==> src/rtl/grp_alloc_pkg.sv <==
package grp_alloc_pkg;

    typedef enum logic {
        ST_IDLE = 1'b0,
        ST_SCAN = 1'b1
    } alloc_state_e;

endpackage

==> src/rtl/grp_size_calc.sv <==
module grp_size_calc #(
    parameter int CNT_W  = 7,
    parameter int MASK_W = 3
) (
    input  logic [CNT_W-1:0]  count_i,
    output logic [MASK_W-1:0] mask_o
);
    always_comb begin
        mask_o = '0;
        for (int k = 0; k < CNT_W; k++) begin
            if (32'(count_i) > (32'd1 << k)) begin
                mask_o = MASK_W'(k + 1);
            end
        end
    end
endmodule

==> src/rtl/grp_span_mask.sv <==
module grp_span_mask #(
    parameter int ENTRIES = 64,
    parameter int IDX_W   = 6,
    parameter int MASK_W  = 3
) (
    input  logic [IDX_W-1:0]   base_i,
    input  logic [MASK_W-1:0]  mask_i,
    output logic [ENTRIES-1:0] span_o
);
    for (genvar g = 0; g < ENTRIES; g++) begin : g_slot
        assign span_o[g] = (32'(g) >= 32'(base_i)) &&
                           ((32'(g) - 32'(base_i)) < (32'd1 << mask_i));
    end
endmodule

==> src/rtl/grp_alloc.sv <==
module grp_alloc
    import grp_alloc_pkg::*;
#(
    parameter int ENTRIES = 64,
    parameter int IDX_W   = $clog2(ENTRIES),
    parameter int CNT_W   = IDX_W + 1,
    parameter int MASK_W  = $clog2(CNT_W + 1)
) (
    input  logic              clk,
    input  logic              rst_n,
    input  logic [MASK_W-1:0] max_mask_i,
    input  logic              req_valid_i,
    input  logic [CNT_W-1:0]  req_count_i,
    input  logic              free_valid_i,
    input  logic [IDX_W-1:0]  free_base_i,
    input  logic [MASK_W-1:0] free_mask_i,
    output logic              busy_o,
    output logic              done_o,
    output logic              ok_o,
    output logic [IDX_W-1:0]  index_o,
    output logic [MASK_W-1:0] mask_o
);
    typedef struct packed {
        alloc_state_e        state;
        logic [ENTRIES-1:0]  present;
        logic [IDX_W-1:0]    cand;
        logic [MASK_W-1:0]   mask;
        logic                done;
        logic                ok;
        logic [IDX_W-1:0]    index;
        logic [MASK_W-1:0]   res_mask;
    } alloc_regs_t;

    alloc_regs_t r_d, r_q;

    logic [MASK_W-1:0]  req_mask;
    logic [ENTRIES-1:0] cand_span;
    logic [ENTRIES-1:0] free_span;
    logic [IDX_W-1:0]   cand_next;
    logic               req_oversize;

    grp_size_calc #(.CNT_W(CNT_W), .MASK_W(MASK_W)) u_size (
        .count_i (req_count_i),
        .mask_o  (req_mask)
    );

    grp_span_mask #(.ENTRIES(ENTRIES), .IDX_W(IDX_W), .MASK_W(MASK_W)) u_cand_span (
        .base_i (r_q.cand),
        .mask_i (r_q.mask),
        .span_o (cand_span)
    );

    grp_span_mask #(.ENTRIES(ENTRIES), .IDX_W(IDX_W), .MASK_W(MASK_W)) u_free_span (
        .base_i (free_base_i),
        .mask_i (free_mask_i),
        .span_o (free_span)
    );

    assign req_oversize = 32'(req_mask) > 32'(IDX_W);
    assign cand_next    = r_q.cand + IDX_W'(32'd1 << r_q.mask);

    always_comb begin
        r_d      = r_q;
        r_d.done = 1'b0;
        case (r_q.state)
            ST_IDLE: begin
                if (req_valid_i) begin
                    if ((req_count_i == '0) || req_oversize || (req_mask > max_mask_i)) begin
                        r_d.done     = 1'b1;
                        r_d.ok       = 1'b0;
                        r_d.index    = '0;
                        r_d.res_mask = req_mask;
                    end else begin
                        r_d.state = ST_SCAN;
                        r_d.cand  = '0;
                        r_d.mask  = req_mask;
                    end
                end else if (free_valid_i) begin
                    r_d.present  = r_q.present & ~free_span;
                    r_d.done     = 1'b1;
                    r_d.ok       = 1'b1;
                    r_d.index    = free_base_i;
                    r_d.res_mask = free_mask_i;
                end
            end
            ST_SCAN: begin
                if ((r_q.present & cand_span) == '0) begin
                    r_d.present  = r_q.present | cand_span;
                    r_d.done     = 1'b1;
                    r_d.ok       = 1'b1;
                    r_d.index    = r_q.cand;
                    r_d.res_mask = r_q.mask;
                    r_d.state    = ST_IDLE;
                end else if (cand_next == '0) begin
                    r_d.done     = 1'b1;
                    r_d.ok       = 1'b0;
                    r_d.index    = '0;
                    r_d.res_mask = r_q.mask;
                    r_d.state    = ST_IDLE;
                end else begin
                    r_d.cand = cand_next;
                end
            end
            default: r_d.state = ST_IDLE;
        endcase
    end

    always_ff @(posedge clk) begin
        if (!rst_n) begin
            r_q <= '0;
        end else begin
            r_q <= r_d;
        end
    end

    assign busy_o  = (r_q.state == ST_SCAN);
    assign done_o  = r_q.done;
    assign ok_o    = r_q.ok;
    assign index_o = r_q.index;
    assign mask_o  = r_q.res_mask;
endmodule

==> config.mk <==
export PLATFORM = sky130hd
export DESIGN_NAME = grp_alloc
export DESIGN_NICKNAME = d
export VERILOG_FILES = /design/src/rtl/grp_alloc_pkg.sv /design/src/rtl/grp_size_calc.sv /design/src/rtl/grp_span_mask.sv /design/src/rtl/grp_alloc.sv
export SDC_FILE = /design/constraint.sdc
export NUM_CORES = 1
export LEC_CHECK = 0
export CAP_MARGIN = 20
export CELL_PAD_IN_SITES_DETAIL_PLACEMENT = 1
export CELL_PAD_IN_SITES_GLOBAL_PLACEMENT = 1
export CORE_MARGIN = 8
export CORE_UTILIZATION = 51
export DETAILED_ROUTE_END_ITERATION = 16
export DONT_BUFFER_PORTS = 1
export GPL_TIMING_DRIVEN = 0
export PLACE_DENSITY_LB_ADDON = 0.1
export SETUP_SLACK_MARGIN = 0.1
export SLEW_MARGIN = 20
export SYNTH_ARGS = -nofsm -noshare
export SYNTH_HDL_FRONTEND = slang
export SYNTH_SLANG_ARGS = --single-unit
==> constraint.sdc <==
create_clock -name clk -period 6.77 [get_ports clk]
set_clock_uncertainty 0.1 [all_clocks]
set_input_delay 0.3385 -clock clk [delete_from_list [all_inputs] [get_ports clk]]
set_output_delay 0.3385 -clock clk [all_outputs]
set_load 0.02 [all_outputs]
-- After elaboration in Yosys (flattened, before gate mapping)
Cells that the tools add are included.
- add/sub/neg operators: 129
- $lt $le $gt $ge: 263
- equality and inequality tests: 10
- shift operators: 2
- mux-type cells: 25
- bitwise logic cells: 6
- reduce and logical (&&, ||, !) cells: 135
- operators with widths (operator ; count):
    less-than comparator 32 bit ; 128
    subtractor 6 x 6 -> 7 bit (first input constant) ; 64
    >= comparator 6 bit (first input constant) ; 62
    subtractor 5 x 6 -> 7 bit (first input constant) ; 32
    >= comparator 5 x 6 -> 1 bit (first input constant) ; 32
    two-way mux 64 bit ; 3
    case mux 71 bit (2 select lines) ; 1
    AND 64 bit ; 2
    logical AND 1 bit ; 126
    subtractor 4 x 6 -> 7 bit (first input constant) ; 16
    >= comparator 4 x 6 -> 1 bit (first input constant) ; 16
    logical NOT 64 bit ; 1
    NOT 64 bit ; 1
    bitwise OR 64 bit ; 1
    << shifter 1 x 3 -> 32 bit (first input constant) ; 2
    subtractor 3 x 6 -> 7 bit (first input constant) ; 8
    two-way mux 11 bit ; 5
    >= comparator 3 x 6 -> 1 bit (first input constant) ; 8
    subtractor 1 x 6 -> 7 bit (first input constant) ; 4
    subtractor 2 x 6 -> 7 bit (first input constant) ; 4
    >= comparator 1 x 6 -> 1 bit (first input constant) ; 4
    >= comparator 2 x 6 -> 1 bit (first input constant) ; 4
    case mux 11 bit (2 select lines) ; 1
    two-way mux 9 bit ; 2
    other kinds (24) ; 43
- register bits: 85
- bits of input ports: 23
- output and inout bits: 12
- logic and storage cells: 578

-- Longest topological paths before layout
Gate-level depths: netlist of the first run.
- word-level depth: 14
- gate-level depth with buffers: 23
- gate-level depth less buffers: 19

-- Cells and area by module
From an unflattened synthesis of the first run, not the netlist that was laid out.
- cells, all modules: 2824
- area total of the unflattened synthesis: 21737.1 sq um
- modules (own cells, without submodules) (module ; times used ; cells an instance ; area an instance (sq um)):
    grp_span_mask (u_cand_span) ; 1 ; 1168 ; 8739.6
    grp_span_mask (u_free_span) ; 1 ; 1154 ; 8702.1
    grp_alloc ; 1 ; 484 ; 4164.0
    grp_size_calc ; 1 ; 18 ; 131.4

-- Least setup slack after synthesis of the first run
No wires, ideal clock.
- kind: register to register
- start: register r_q[13] (netlist name)
- end: register r_q (netlist bit mask_o[2])
- library setup time: 0.112 ns
- arrival time: 5.026 ns
- data required time: 6.558 ns
- slack: 1.532 ns
- stages on the path, launching flop included: 14
- buffers on the path: 1
- clock period less this slack: 5.238 ns
- cell sequence: dfxtp_1 clkbuf_1 nand3b_1 ha_1 a2bb2oi_1 a2bb2oi_1 o21ai_0 and2_1 a2111o_1 a2111oi_0 nand4_1 o21ai_0 nor3_1 a2111oi_1
- cells in the longest elaborated chain, start to end: 7
- elaborated cells between the ends (all ways): 137
- ends and longest elaborated chain (element ; line ; text):
    from (decl) ; grp_alloc.sv:34 ; alloc_regs_t r_d, r_q;
    from (signal assigned) ; grp_alloc.sv:112 ; r_q <= r_d;
    << shifter 1 x 3 -> 32 bit ; grp_span_mask.sv:12 ; ((32'(g) - 32'(base_i)) < (32'd1 << mask_i));
    less-than comparator 32 bit ; grp_span_mask.sv:12 ;
    logical AND 1 bit ; grp_span_mask.sv:11 ; assign span_o[g] = (32'(g) >= 32'(base_i)) &&
    AND 64 bit ; grp_alloc.sv:87 ; if ((r_q.present & cand_span) == '0) begin
    logical NOT 64 bit ; grp_alloc.sv:87 ;
    != test 3 x 1 -> 1 bit (no source line) or two-way mux 11 bit (tied branches) ; - ;
    AND reduction 3 bit (no source line) or case mux 11 bit (2 select lines) (tied branches) ; - ;
Several ways; a longest one is shown, not always the timed one. The select of a mux whose other input is x is not followed.
A chain may end at the register's enable or synchronous reset.

-- Final worst setup path of the first run
- start: register r_q[16] (netlist name)
- end: register r_q (netlist bit index_o[4])
- cells in the longest elaborated chain, start to end: 7
- elaborated cells between the ends (all ways): 262
- ends and longest elaborated chain (element ; line):
    subtractor 1 x 6 -> 7 bit (tied with other cells) ; grp_span_mask.sv:12
    less-than comparator 32 bit ; grp_span_mask.sv:12
    logical AND 1 bit ; grp_span_mask.sv:11
    AND 64 bit ; grp_alloc.sv:87
    logical NOT 64 bit ; grp_alloc.sv:87
    != test 3 x 1 -> 1 bit (no source line) or two-way mux 11 bit (tied branches) ; -
    AND reduction 3 bit (no source line) or case mux 11 bit (2 select lines) (tied branches) ; -
Several ways; a longest one is shown, not always the timed one.

==> results.yml, run 1 <==
outcome:
  status: "finished clean"
placed_design:
  placed_area_sq_um: 21100
  pre_cts_ws_ns: -1.65
  dpl.hpwl_um: 75700
  portBuffers: 0
  gp_congestion: 1.05
detailed_routing:
  postRouteAntennaNets: 0
  num_vias: 22600
  drtIter0Drc: 2095
  routedWlPerCell_um: 30.4
  viasPerCell: 7.06
  drc: 0
  drt_pass1_iterations: 8
  finalWirelength_um: 97000
worst_hold_path:
  hold_depth: 2
  worst_hold_startpoint: "free_base_i[1]"
  hold_path_class: "in -> reg"
  min_to: "index_o[1]"
pwr:
  p_switching_uw: 894
  ir_worst_vdd_mv: 0.0874
  power_density_nw_per_um2: 93.5
  intPower_mw: 1.12
  combPwrFrac_pct: 48.8
  leakage_nw: 9.84
  sequentialPowerShare_pct: 26.0
  p_total_mw: 2.01
  swShare_pct: 44.5
  pwr-share-clk_pct: 25.2
layout:
  drive_gt1_share_pct: 4.09
  synthToLayoutAreaGrowth_pct: 6.49
  final_cell_mix: "ha_1, a21oi_1, nand2_1"
  layout_commonest_cell: "ha_1"
  fin_area_sq_um: 21500
  nNetsFinal: 3249
  multi_input_area_sq_um: 17300
  seqCellArea_sq_um: 1710
  fillers: 5001
synthesis:
  syn-num-nets: 3219
  synth.avg_cell_area_sq_um: 7.67
  synth_ff_type: "dfxtp_1"
  synth_warnings: 0
  yosysTopAreaCell: "ha_1"
  synth_cells: 2631
  yosysUniqueCellTypes: 82
  synth-edff-count: 0
  synth_top_cells_by_area: "ha_1, dfxtp_1, a21oi_1"
  syn_area_sq_um: 20200
  ys_seq_area_share_pct: 8.43
  async_flop_share_pct: 0
  synth_top_cell_area_share_pct: 35.0
  ys_ff_latch: 85
global_routing:
  grt_pass1_wl_um: 145000
  antenna_found_initial: 1
  track_usage_pct: 40.3
  grt_max_degree: 40
  grt_pass1_vias: 23400
  grt-ovfl-total: 0
floorplanning:
  io_pins: 35
  die_h_um: 215
  fp-row-count: 73
  start_util_pct: 51.3
  core_sq_um: 39400
  die_w_um: 215
  die-area_sq_um: 46200
sta:
  slew_viol_final: 0
  setup_slack_ns: 0.143
  finalSetupViolCount: 0
  timing.hold.ws_ns: 0.165
  period_share_pct: 97.9
  rsz0062_at_grt: "no"
  maxSlewHeadroom_pct: 20.4
  tightest_slew_ns: 1.19
  period_needed_ns: 6.63
  hold_viol: 0
  tns_ns: 0
  max_freq_mhz: 151
worst_setup_path:
  rrSetupSlack_ns: 0.14
  worstPathMaxFanout: 15
  critPathLaunchType: "flop"
  rr_startpoint: "r_q[16]"
  crit_arrival_ns: 6.82
  crit_path_end_kind: "flop"
  critical_path_class: "reg -> reg"
  rr_worst_depth: 20
  timing.rr.end: "index_o[4]"
  required_ns: 6.96
clock_tree:
  clk_pin_slew_ns: 0.07
  clk_latency_ns: 0.38
  cts_root_buf: "clkbuf_16"
  cts.sinks: 85
  cts_tree: "done"
  hold_buffers: 0
  cts_buffer_depth: 2
  htree_num_levels: 3
  numCtsBuffers: 9
job:
  cap_violations: 0
flip-flops by register name (all words and copies together), names as in the netlist:
signal / cells
done_o: 1
ok_o: 1
busy_o: 1
r_q: 73
mask_o: 3
index_o: 6
how the worst max path moves through the flow:
stage / slack (ns) / startpoint / depth (start not counted) / endpoint
global route: 0.13 / r_q[19] / 23 / index_o[4]
floorplan: 1.53 / r_q[13] / 13 / mask_o[2]
global placement: -1.98 / r_q[19] / 23 / r_q[63]
detailed placement: -1.65 / r_q[19] / 23 / r_q[27]
CTS: 0.17 / r_q[18] / 20 / r_q[27]
finish: 0.14 / r_q[16] / 20 / index_o[4]
cell usage after synthesis, types with 9 or more instances:
library cell,number
nor2b_1,37
nand3b_1,9
nand2_1,223
o21ai_0,112
a21oi_1,249
a211oi_1,40
nand3_1,88
inv_1,181
a22oi_1,29
dfxtp_1,85
o22ai_1,19
nor4_1,13
a211o_1,9
nand4_1,23
xnor2_1,95
a311oi_1,26
ha_1,564
and3_1,23
nor3_1,34
clkbuf_1,75
o21a_1,19
buf_4,10
o211ai_1,34
a2111oi_0,44
a31oi_1,54
and2_1,16
a221oi_1,13
a21o_1,124
buf_1,16
o2111ai_1,22
buf_2,21
nand2b_1,26
nor2_1,136
critical path, cell delays in order, from the launching register on:
cell and delay [ns]:
dfxtp_1 0.63, buf_2 0.36, clkinv_2 0.37, ha_1 0.44
clkbuf_1 0.28, nor2b_4 0.26, xnor2_1 0.20, ha_1 0.30
o21ai_0 0.10, a21oi_2 0.42, nor3_1 0.14, o311ai_1 0.72
o2111ai_1 0.31, a2111oi_2 0.37, nand4_1 0.16, buf_4 0.20
nor3_4 0.26, buf_4 0.17, buf_2 0.34, a22oi_1 0.13
o22ai_1 0.23
power groups by stage:
stage	Sequential (mW)	Clock [mW]	Combinational (mW)
finish	0.523	0.507	0.981
global route	0.524	0.519	1.06
CTS	0.523	0.504	0.948
detailed placement	0.534	0	0.931
global placement	0.533	0	0.860
floorplan	0.531	0	0.612
layout make-up:
type,instances,area share (%)
multi-input combinational,2235,80.7
timing repair buffer,20,1.18
clock buffer,10,1.11
inverter,189,3.32
tap,525,3.06
antenna,1,0.0116
sequential,85,7.93
clock inverter,6,0.215
buffer,121,2.51
through the flow:
| step | instances | util [%] |
|---|---|---|
| final | 3192 | 54.6 |
| after CTS | 3190 | 54.5 |
| after global placement | 3156 | 53.0 |
| after detailed placement | 3170 | 53.6 |
| after floorplan | 2631 | - |
| after global routing | 3191 | 54.6 |
repair_timing:
| item | 4_1_cts | 5_1_grt |
|---|---|---|
| resized for setup | 26 | 10 |
| pin swaps | 2 | 0 |
| endpoints found under the setup margin | 82 | 81 |
| buffers inserted | 5 | 0 |
metal layers:
layer / wire length [um] / vias to the layer above / track usage [%]
met5: 12 / - / 0
met4: 8500 / 2 / 30.8
met3: 8400 / 440 / 7.63
met2: 42800 / 1181 / 65.1
met1: 37300 / 11000 / 47.0
li1: - / 9958 / -
cell families after synthesis:
| group | count (synthesis) | share of synthesized area [%] |
|---|---|---|
| xor+xnor | 103 | 4.47 |
| buf+inv | 311 | 6.10 |
| compound gates | 882 | 29.3 |
| flops | 85 | 8.43 |
| mux | 2 | 0.0992 |
| simple gates | 683 | 16.6 |
| fa+ha+maj | 565 | 35.0 |
(Power assumes the default switching activity.)
==> run 2: changes to the inputs <==
--- a/config.mk
+++ b/config.mk
@@ -10,9 +10,9 @@
 export CELL_PAD_IN_SITES_GLOBAL_PLACEMENT = 1
 export CORE_MARGIN = 8
 export CORE_UTILIZATION = 51
+export CTS_CLUSTER_DIAMETER = 150
 export DETAILED_ROUTE_END_ITERATION = 16
 export DONT_BUFFER_PORTS = 1
-export GPL_TIMING_DRIVEN = 0
 export PLACE_DENSITY_LB_ADDON = 0.1
 export SETUP_SLACK_MARGIN = 0.1
 export SLEW_MARGIN = 20
==> run 2 against run 1 <==
Utilization is 0.98 points lower. Clock-buffer cell count is 1 lower. Register-to-register slack better by 0.25 ns. Sequential share of layout area is 0.13 points higher. First-iteration DRC count is 25% lower. Design area is 1.8% lower.
==> results.yml, run 2 (synthesis results as in run 1) <==
floorplanning:
  die-area_sq_um: 46200
  start_util_pct: 51.3
  core_sq_um: 39400
  fp-row-count: 73
  die_w_um: 215
  die_h_um: 215
  io_pins: 35
layout:
  largest-register: "r_q"
  drive_gt1_share_pct: 3.98
  final_cell_mix: "ha_1, a21oi_1, nand2_1"
  multi_input_area_sq_um: 17300
  synthToLayoutAreaGrowth_pct: 4.59
  layout_commonest_cell: "ha_1"
  largest_reg_flops: 73
  antenna-diode-count: 0
  fillers: 4969
  nNetsFinal: 3169
  seqCellArea_sq_um: 1700
placed_design:
  portBuffers: 0
  dpl.hpwl_um: 67900
  gp_congestion: 1.01
pwr:
  ir_worst_vdd_mv: 0.103
  power_density_nw_per_um2: 92.0
  leakage_nw: 9.68
sta:
  finalSetupViolCount: 0
  max_freq_mhz: 157
  hold_viol: 0
  period_share_pct: 94.2
  tightest_slew_ns: 1.15
  period_needed_ns: 6.38
  rsz0062_at_grt: "no"
  tns_ns: 0
  timing.hold.ws_ns: 0.0275
  maxSlewHeadroom_pct: 21.1
  slew_viol_final: 0
clock_tree:
  clk_pin_slew_ns: 0.08
  numCtsBuffers: 9
  cts.sinks: 85
  clk_latency_ns: 0.37
  cts_root_buf: "clkbuf_16"
  cts_buffer_depth: 2
  cts_tree: "done"
  htree_num_levels: 3
  cts_setup_buffers: 0
worst_setup_path:
  rr_startpoint: "r_q[14]"
  critPathLaunchType: "flop"
  required_ns: 6.94
  rrSetupSlack_ns: 0.39
  crit_arrival_ns: 6.55
  rr_worst_depth: 15
  critical_path_class: "reg -> reg"
  crit_path_end_kind: "flop"
  timing.rr.end: "r_q[62]"
  worstPathMaxFanout: 46
global_routing:
  grt_pass1_vias: 22200
  grt_max_degree: 49
  grt-ovfl-total: 0
  track_usage_pct: 36.4
  antenna_found_initial: 2
  grt_pass1_wl_um: 133000
detailed_routing:
  num_vias: 21800
  drt_pass1_iterations: 5
  viasPerCell: 7.01
  drtIter0Drc: 1570
  postRouteAntennaNets: 0
  drc: 0
  finalWirelength_um: 87600
  routedWlPerCell_um: 28.2
outcome:
  status: "finished clean"
worst_hold_path:
  hold_path_class: "in -> reg"
  hold_depth: 1
  min_to: "r_q[74]"
  worst_hold_startpoint: "rst_n"
job:
  cap_violations: 0
-- run 2: layout make-up --
class                   count  area share, %
inverters                 189           3.36
clock buffers               9           1.07
multi-input cells        2235           81.9
well taps                 525           3.11
repair buffers             61           2.18
flip-flops and latches     85           8.06
clock inverters             7          0.356
-- run 2: critical path, cell delays in order, from the launching register on --
cell       delay [ns]
dfxtp_1          0.93
inv_1            0.29
ha_1             0.39
inv_1            0.05
ha_1             0.26
nor2b_1          0.62
o31ai_1          0.23
a21oi_1          0.21
a311oi_2         0.14
a2111o_1         0.57
a2111oi_2        0.63
nand4_1          0.57
nor3_4           0.29
buf_4            0.47
a21oi_1          0.18
a311oi_1         0.30
-- run 2: power breakdown --
group	leakage, nW	switching [mW]	total [mW]	internal [mW]
clock	0.144	0.264	0.525	0.262
sequential	0.687	0.0221	0.533	0.511
combinational	8.84	0.557	0.883	0.326
-- run 2: worst max-delay path by stage --
| stage | from | endpoint | cells after the start |
|---|---|---|---|
| 6_report | r_q[14] | r_q[62] | 15 |
| 3_5_place_dp | r_q[14] | mask_o[2] | 15 |
| 3_3_place_gp | r_q[14] | mask_o[2] | 15 |
| 2_1_floorplan | r_q[13] | mask_o[2] | 13 |
| 5_1_grt | r_q[16] | r_q[42] | 17 |
| 4_1_cts | r_q[14] | r_q[62] | 15 |
-- run 2: repair_timing --
action,in CTS,in global routing
pin swaps,0,0
hold buffers,1,0
endpoints found under the setup margin,7,47
endpoints found under the hold margin,5,0
gates resized for setup,1,1
-- run 2: stage by stage --
step,setup WS (ns),instances,util (%),area [sq um],total power [mW]
finish,0.390,3111,53.6,21100,1.94
global route,0.193,3111,53.6,21100,2.05
CTS,0.150,3111,53.6,21100,1.93
detailed placement,0.0561,3094,52.8,20800,1.40
global placement,-0.209,3094,52.8,20800,1.35
floorplan,1.53,2631,-,20200,1.14
-- run 2: layer usage --
metal	global-route usage, %	vias to the layer above	wire [um]
met4	23.7	4	6230
met2	60.1	916	39600
met3	5.27	320	6070
met1	43.7	10800	35700
li1	-	9789	-
met5	0	-	22
==> run 3: changes to the inputs <==
--- a/config.mk
+++ b/config.mk
@@ -13,7 +13,7 @@
 export CTS_CLUSTER_DIAMETER = 150
 export DETAILED_ROUTE_END_ITERATION = 16
 export DONT_BUFFER_PORTS = 1
-export PLACE_DENSITY_LB_ADDON = 0.1
+export PLACE_DENSITY = 0.83
 export SETUP_SLACK_MARGIN = 0.1
 export SLEW_MARGIN = 20
 export SYNTH_ARGS = -nofsm -noshare
==> run 3 against run 2 <==
Non-clock buffer count is 2 higher. Fmax up 6.0%. Clock power barely moved. Power is essentially flat. Critical path type unchanged. Hold slack got worse by 0.0077 ns. Die area stayed put.
==> results.yml, run 3 (synthesis results as in run 1) <==
sta:
  finalSetupViolCount: 0
  maxSlewHeadroom_pct: 30.5
  slew_viol_final: 0
  period_needed_ns: 6.02
  rsz0062_at_grt: "no"
  hold_viol: 0
  tns_ns: 0
  timing.hold.ws_ns: 0.0198
  period_share_pct: 88.9
  tightest_slew_ns: 1.04
  max_freq_mhz: 166
layout:
  drive_gt1_share_pct: 3.94
  synthToLayoutAreaGrowth_pct: 4.73
  final_cell_mix: "ha_1, a21oi_1, nand2_1"
  nNetsFinal: 3171
  antenna-diode-count: 0
  layout_commonest_cell: "ha_1"
  fin_area_sq_um: 21100
  largest-register: "r_q"
  largest_reg_flops: 73
  fillers: 4930
detailed_routing:
  num_vias: 21900
  viasPerCell: 7.02
  drtIter0Drc: 1950
  postRouteAntennaNets: 0
  drc: 0
  drt_pass1_iterations: 6
  routedWlPerCell_um: 27.9
  finalWirelength_um: 86900
placed_design:
  portBuffers: 0
  dpl.hpwl_um: 66600
  gp_congestion: 0.989
  placed_area_sq_um: 20800
worst_hold_path:
  hold_path_class: "in -> reg"
  worst_hold_startpoint: "rst_n"
  min_to: "ok_o"
  hold_depth: 1
clock_tree:
  clk_pin_slew_ns: 0.07
  cts_root_buf: "clkbuf_16"
  ctsResizeCount: 0
  cts_buffer_depth: 2
  cts_tree: "done"
  clk_latency_ns: 0.36
  cts.sinks: 85
  htree_num_levels: 3
  numCtsBuffers: 9
global_routing:
  grt_pass1_wl_um: 132000
  antenna_found_initial: 2
  grt_max_degree: 64
  track_usage_pct: 36.0
  grt_pass1_vias: 22300
  grt-ovfl-total: 0
floorplanning:
  io_pins: 35
  start_util_pct: 51.3
  die_h_um: 215
  die_w_um: 215
  fp-row-count: 73
  core_sq_um: 39400
  die-area_sq_um: 46200
worst_setup_path:
  crit_path_end_kind: "flop"
  crit_arrival_ns: 6.16
  worstPathMaxFanout: 10
  rrSetupSlack_ns: 0.75
  required_ns: 6.92
  critPathLaunchType: "flop"
  rr_worst_depth: 17
  timing.rr.end: "mask_o[2]"
  critical_path_class: "reg -> reg"
  rr_startpoint: "r_q[16]"
pwr:
  ir_worst_vdd_mv: 0.0877
  power_density_nw_per_um2: 91.9
  leakage_nw: 9.70
outcome:
  status: "finished clean"
job:
  cap_violations: 0
run 3: worst max-delay path by stage:
stage	start	end	slack [ns]
finish	r_q[16]	mask_o[2]	0.75
global placement	r_q[16]	mask_o[2]	1.18
global route	r_q[16]	mask_o[2]	0.49
detailed placement	r_q[16]	mask_o[2]	0.87
CTS	r_q[16]	mask_o[2]	0.82
floorplan	r_q[13]	mask_o[2]	1.53
run 3: cell type report:
| class | instances | area (sq um) | area share (%) |
|---|---|---|---|
| Clock buffer | 9 | 225 | 1.07 |
| Clock inverter | 7 | 80.1 | 0.379 |
| Tap cell | 525 | 657 | 3.11 |
| Sequential cell | 85 | 1700 | 8.05 |
| Multi-Input combinational cell | 2235 | 17300 | 81.7 |
| Inverter | 189 | 709 | 3.35 |
| Timing Repair Buffer | 63 | 500 | 2.37 |
run 3: where the power goes:
part,internal (mW),switching (mW),leakage [nW],total (mW)
registers,0.512,0.0225,0.687,0.534
logic,0.328,0.558,8.87,0.886
clock network,0.291,0.233,0.143,0.523
run 3: layer usage:
| metal | vias to the layer above | track usage [%] | part of all wire (%) |
|---|---|---|---|
| li1 | 9776 | - | - |
| met4 | 4 | 22.9 | 6.7 |
| met1 | 10800 | 44.7 | 41 |
| met2 | 994 | 57.9 | 44 |
| met3 | 315 | 5.41 | 8.2 |
| met5 | - | 0 | 0.028 |
run 3: through the flow:
step           utilization (%)  instances  worst slack [ns]  power (mW)
5_1_grt                   53.7       3113             0.492        2.05
3_5_place_dp              52.9       3096             0.873        1.40
3_3_place_gp              52.9       3096              1.18        1.35
4_1_cts                   53.7       3113             0.818        1.93
6_report                  53.7       3113             0.752        1.94
2_1_floorplan                -       2631              1.53        1.14
run 3: timing repair:
action	4_1_cts	5_1_grt
hold buffers	1	0
endpoints found under the hold margin	1	0
buffers inserted	0	0
run 3: critical path, stage by stage, from the launching register on:
cell,delay [ns]
dfxtp_1,0.32
clkinv_1,0.18
buf_4,0.22
ha_1,0.47
buf_4,0.24
nor2b_1,0.46
a21oi_1,0.19
xnor2_1,0.30
inv_1,0.11
ha_1,0.29
nand3_1,0.09
o311ai_0,0.73
o2111ai_1,0.22
a2111oi_0,0.39
nand4_1,0.41
o21ai_0,0.67
nor3_1,0.11
a2111oi_1,0.39
